File: config.mk
export PLATFORM = sky130hd
export DESIGN_NAME = apb_xfer_ctrl
export DESIGN_NICKNAME = d
export VERILOG_FILES = /design/src/rtl/apb_xfer_ctrl.sv
export SDC_FILE = /design/constraint.sdc
export NUM_CORES = 1
export LEC_CHECK = 0
export ABC_AREA = 0
export BUFFER_PORTS_ARGS = -buffer_cell sky130_fd_sc_hd__buf_2
export CORE_UTILIZATION = 50
export DETAILED_ROUTE_END_ITERATION = 16
export MAX_ROUTING_LAYER = met4
export PLACE_DENSITY = 0.87
export SETUP_SLACK_MARGIN = 0.4
export SLEW_MARGIN = 25
export SYNTH_ARGS = -nofsm -noshare
export SYNTH_HDL_FRONTEND = slang
export SYNTH_SLANG_ARGS = --single-unit
File: constraint.sdc
create_clock -name clk -period 3.4 [get_ports clk]
set_input_delay 0.34 -clock clk [delete_from_list [all_inputs] [get_ports clk]]
set_output_delay 0.34 -clock clk [all_outputs]
set_load 0.02 [all_outputs]
File: src/rtl/apb_xfer_ctrl.sv
module apb_xfer_ctrl #(
  parameter int ADDR_W  = 16,
  parameter int DATA_W  = 32,
  parameter int NUM_SLV = 4,
  localparam int IDX_W  = (NUM_SLV > 1) ? $clog2(NUM_SLV) : 1
) (
  input  logic              clk,
  input  logic              rst_n,
  input  logic              cmd_valid,
  output logic              cmd_ready,
  input  logic [ADDR_W-1:0] cmd_addr,
  input  logic              cmd_write,
  input  logic [DATA_W-1:0] cmd_wdata,
  input  logic [IDX_W-1:0]  cmd_sel,
  output logic              rsp_valid,
  output logic [DATA_W-1:0] rsp_rdata,
  output logic              rsp_err,
  output logic [ADDR_W-1:0] bus_addr,
  output logic [NUM_SLV-1:0] bus_sel,
  output logic              bus_en,
  output logic              bus_wr,
  output logic [DATA_W-1:0] bus_wdata,
  input  logic              bus_rdy,
  input  logic [DATA_W-1:0] bus_rdata,
  input  logic              bus_err
);

  typedef enum logic [1:0] {ST_IDLE, ST_SETUP, ST_ACCESS} state_t;

  state_t             state, state_nx;
  logic [ADDR_W-1:0]  addr_q;
  logic               wr_q;
  logic [DATA_W-1:0]  wdata_q;
  logic [NUM_SLV-1:0] sel_q;
  logic [NUM_SLV-1:0] sel_dec;
  logic               finish;
  logic               take;

  for (genvar i = 0; i < NUM_SLV; i++) begin : g_dec
    assign sel_dec[i] = (cmd_sel == IDX_W'(i));
  end

  assign finish    = (state == ST_ACCESS) && bus_rdy;
  assign cmd_ready = (state == ST_IDLE) || finish;
  assign take      = cmd_valid && cmd_ready;

  always_comb begin
    state_nx = state;
    unique case (state)
      ST_IDLE:   if (take) state_nx = ST_SETUP;
      ST_SETUP:  state_nx = ST_ACCESS;
      ST_ACCESS: if (bus_rdy) state_nx = take ? ST_SETUP : ST_IDLE;
      default:   state_nx = ST_IDLE;
    endcase
  end

  always_ff @(posedge clk) begin
    if (!rst_n) begin
      state     <= ST_IDLE;
      addr_q    <= '0;
      wr_q      <= 1'b0;
      wdata_q   <= '0;
      sel_q     <= '0;
      rsp_valid <= 1'b0;
      rsp_rdata <= '0;
      rsp_err   <= 1'b0;
    end else begin
      state     <= state_nx;
      rsp_valid <= finish;
      if (take) begin
        addr_q  <= cmd_addr;
        wr_q    <= cmd_write;
        wdata_q <= cmd_write ? cmd_wdata : '0;
        sel_q   <= sel_dec;
      end
      if (finish) begin
        rsp_rdata <= wr_q ? '0 : bus_rdata;
        rsp_err   <= bus_err;
      end
    end
  end

  assign bus_addr  = addr_q;
  assign bus_wr    = wr_q;
  assign bus_wdata = wdata_q;
  assign bus_sel   = (state == ST_IDLE) ? '0 : sel_q;
  assign bus_en    = (state == ST_ACCESS);

endmodule


# Word-level counts from Yosys, hierarchy flattened
# Cells that the tools add are included.
totals:
  reg_bits: 89
  inputBits: 88
  out_inout_bits: 89
  elab_cells: 28
classes:
  n_eq_ne: 7
  muxes: 7
  reduce_logical: 6
ops:
  columns: ["op", "n"]
  rows:
  - ["32-bit 2-to-1 mux", 2]
  - ["2-bit == test, second input constant", 3]
  - ["2-bit case mux with 3 select lines", 1]
  - ["2-bit by 1-bit == test with 1-bit output, second input constant", 2]
  - ["2-bit zero test", 2]
  - ["2-bit 2-to-1 mux", 2]
  - ["4-bit 2-to-1 mux", 1]
  - ["1-bit logical AND", 2]
  - ["2-bit by 1-bit inequality test with 1-bit output, second input constant", 1]
  - ["2-bit inequality test, second input constant", 1]
  - ["2-bit AND reduction", 1]
  - ["1-bit logical OR", 1]
  - ["1-bit 2-to-1 mux", 1]

# Longest topological paths before layout
logic_depth:
  word_depth: 7
  ltp_mapped: 5
  depth_no_buf: 3

# Least setup slack after synthesis
# No wires, ideal clock.
synth_timing:
  kind: "register to register"
  from: "register state[1]"
  to: "register wdata_q[10], in the netlist bus_wdata[10]"
  setup_time_ns: 0.072
  arrival_ns: 1.114
  slack_ns: 2.215
  stages_incl_launch_ff: 6
  path_buffers: 2
  period_less_slack_ns: 1.185
  path_cell_list: "dfxtp_1 nor2b_4 nor3b_2 buf_6 buf_12 mux2i_1"
synth_between:
  elab_chain_len: 4
  word_cells_on_any_way: 5
synth_rtl:
  columns: ["item", "line_no", "text"]
  rows:
  - ["from (decl)", "30", "state_t state, state_nx;"]
  - ["from (signal assigned)", "68", "state <= state_nx;"]
  - ["2-bit == test", "43", "assign finish = (state == ST_ACCESS) && bus_rdy;"]
  - ["1-bit logical AND", "43", null]
  - ["1-bit logical OR (*)", "44", "assign cmd_ready = (state == ST_IDLE) || finish;"]
  - ["1-bit logical AND (*)", "45", "assign take = cmd_valid && cmd_ready;"]
  - ["to (signal assigned)", "73", "wdata_q <= cmd_write ? cmd_wdata : '0;"]
  - ["to (decl)", "33", "logic [DATA_W-1:0] wdata_q;"]
# Every way passes the cells marked *; elsewhere a longest branch is shown, timed or not.
# A chain may end at the register's enable or synchronous reset.

# Worst setup path after layout
layout_timing:
  from: "register wr_q, in the netlist bus_wr"
  to: "output port bus_wr"
layout_rtl:
  columns: ["item", "line_no", "text"]
  rows:
  - ["from (decl)", "32", "logic wr_q;"]
  - ["from (signal assigned)", "72", "wr_q <= cmd_write;"]
  - ["to (decl)", "21", "output logic bus_wr,"]
# No word-level cell between the ends.

==> metrics.cfg <==
[global_route]
grt_pass1_wl_um = 12700
overflow = 0
first_global_vias = 2906
grt_max_degree = 108
grt_usage_pct = 21.0
antenna_found_initial = 0

[power]
switching_share_pct = 24.5
leakage_nw = 2.22
p_sw_mw = 0.555
power_frac_clock_pct = 38.2
power.total_mw = 2.27
power_frac_comb_pct = 12.9
powerDensity_nw_per_um2 = 480
p_int_mw = 1.71
pwr-share-seq_pct = 48.9
ir_drop_mv = 0.250

[worst_setup_path]
worstSetupPathType = flip-flop to output pin
cp_cell_sequence = buf_2
reg2reg_slack_ns = 1.67
crit_path_start_kind = flip-flop
cp_slowest_cell = dfxtp_1
arrival_ns = 1.53
endpoint_kind = output pin
cp.required_ns = 3.06
r2r_end = bus_addr[11]
crit_buf_inv = 1
cp_max_fo = 34
rr_worst_depth = 4
crit_start = bus_wr
crit_family = flip-flops
critical_path.endpoint = bus_wr
slowest_delay_ns = 0.89
r2r-start = state[1]
cp_num_cells = 1

[detailed_routing]
routedWlPerCell_um = 12.7
ant_nets = 0
route.detailed.drc = 0
dr.pass1.iters = 4
avgViaCountPerCell = 5.00
drt_iter0_drc = 161
drt-total-wl_um = 8340
vias = 3282

[logic_synthesis]
synth.distinct_cells = 19
synthCells = 402
synth_edf_count = 0
synth_flop_cell = dfxtp_1
yosysWarnings = 0
yosys.area.top_type = dfxtp_1
syn_avg_cell_area_um2 = 9.23
yosysTopAreaCellShare_pct = 48.0
yosysSeqAreaShare_pct = 48.0
ys_ff_latch = 89
syn-num-nets = 490
async_reset_ff_share_pct = 0
syn-cell-area_um2 = 3710
yosys-top-cells-area = dfxtp_1, mux2i_1, nand2_1, nand4b_1, nand3_1

[hold_path]
hold_path.class = primary input to flip-flop
hold_depth = 3

[cells_and_area]
multi_input_area_um2 = 1670
layoutNonFillerInstCount = 656
drive_gt1_share_pct = 35.2
seqCellArea_um2 = 1780
antenna_cells = 0
area_growth_syn_to_layout_pct = 27.5
final_nets = 640
n_fill_cell = 613

[clock_tree]
path_clk_slew_ns = 0.08
postCtsHoldBufs = 0
cts.sinks = 89
cts_tree = yes
cts_setup_buffers = 0
clock-root-buffer = clkbuf_8
cts_resized = 0
cts_buffer_depth = 2
htreeDepth = 3
clock_latency_ns = 0.34
numCtsBuffers = 9

[place]
dp.final_hpwl_um = 5640
place_inst = 640
gp_congestion = 0.718
portBuffers = 176

[timing]
rsz0062_at_grt = no
tightest_slew_ns = 0.876
finalSetupTns_ns = 0
hold_viol_final = 0
timing.final.crit_share_pct = 55.1
fmax_ghz = 0.534
finalSetupViolations = 0
clock_skew_ns = 0.0106
slew_viol_final = 0
fin_crit_ns = 1.87
holdWs_ns = 0.233
slew_headroom_pct = 41.6

[run]
cap_viol_max_count = 0

[status]
status = completed

[die]
die_x_um = 88.2
start_util_pct = 51.5
core_region_area_um2 = 7210
design.die.area_um2 = 7770
fp-row-count = 31
io_pins = 177
die_h_um = 88.2

cells by family after synthesis:
family / Yosys count / share of synthesized area, %
buf+inv: 39 / 7.21
flops: 89 / 48.0
mux: 54 / 14.6
compound gates: 33 / 4.45
simple gates: 187 / 25.8
synthesized netlist by cell type (all sizes together), types with 2 or more instances:
master / number
dfxtp: 89
nand3: 34
and2: 2
nand3b: 2
nand2: 104
clkbuf: 24
o21ai: 33
nor2: 4
nand4b: 32
buf: 15
nor2b: 7
mux2i: 54
area by class of cell:
class	count	share of cell area (%)
multi-input cells	274	35.3
repair buffers	178	19.2
clock inverters	5	2.17
flip-flops and latches	89	37.7
clock buffers	11	2.99
well taps	99	2.62
per-stage QoR:
stage | utilization [%] | area [um2] | worst slack (ns)
5_1_grt | 65.6 | 4730 | 1.42
4_1_cts | 65.6 | 4730 | 1.51
3_5_place_dp | 62.2 | 4490 | 1.62
6_report | 65.6 | 4730 | 1.53
3_3_place_gp | 62.2 | 4490 | 1.69
2_1_floorplan | - | 3710 | 2.21
placed cells by master (no fill, tap or decap), types with 2 or more instances in the layout:
cell | netlist | layout
buf_2 | 2 | 175
nand2_1 | 104 | 104
dfxtp_1 | 89 | 89
mux2i_1 | 54 | 54
nand3_1 | 34 | 34
nand4b_1 | 32 | 32
o21ai_1 | 29 | 29
clkbuf_8 | 0 | 10
nor2b_1 | 6 | 6
nor2_1 | 4 | 4
o21ai_0 | 4 | 4
bufinv_16 | 0 | 3
and2_1 | 2 | 2
nand3b_1 | 2 | 2
buf_4 | 0 | 2
per-layer routing:
| metal | up-vias | track usage (%) | share of wire [%] |
|---|---|---|---|
| li1 | 1665 | - | - |
| met1 | 1511 | 24.7 | 45 |
| met2 | 92 | 35.7 | 49 |
| met5 | - | - | 0 |
| met4 | 0 | 9.68 | 1.9 |
| met3 | 14 | 2.54 | 3.9 |
worst min-delay path by stage:
stage	slack, ns	startpoint	to
finish	0.23	bus_err	rsp_err
global route	0.22	cmd_addr[10]	bus_addr[10]
CTS	0.22	cmd_addr[9]	bus_addr[9]
detailed placement	0.44	rsp_rdata[11]	rsp_rdata[11]
global placement	0.43	rsp_rdata[24]	rsp_rdata[24]
floorplan	0.43	sel_q[0]	sel_q[0]
sequential cells by signal, indices dropped and copies added (netlist names):
name	flops
rsp_err	1
bus_addr	16
rsp_valid	1
rsp_rdata	32
bus_wdata	32
sel_q	4
bus_wr	1
state	2
power by group through the flow:
stage | combinational (mW) | clock (mW) | sequential, mW
finish | 0.293 | 0.866 | 1.11
global route | 0.317 | 0.921 | 1.12
global placement | 0.285 | 0 | 1.13
floorplan | 0.161 | 0 | 1.18
CTS | 0.294 | 0.879 | 1.11
detailed placement | 0.294 | 0 | 1.13
(Power assumes the default switching activity.)
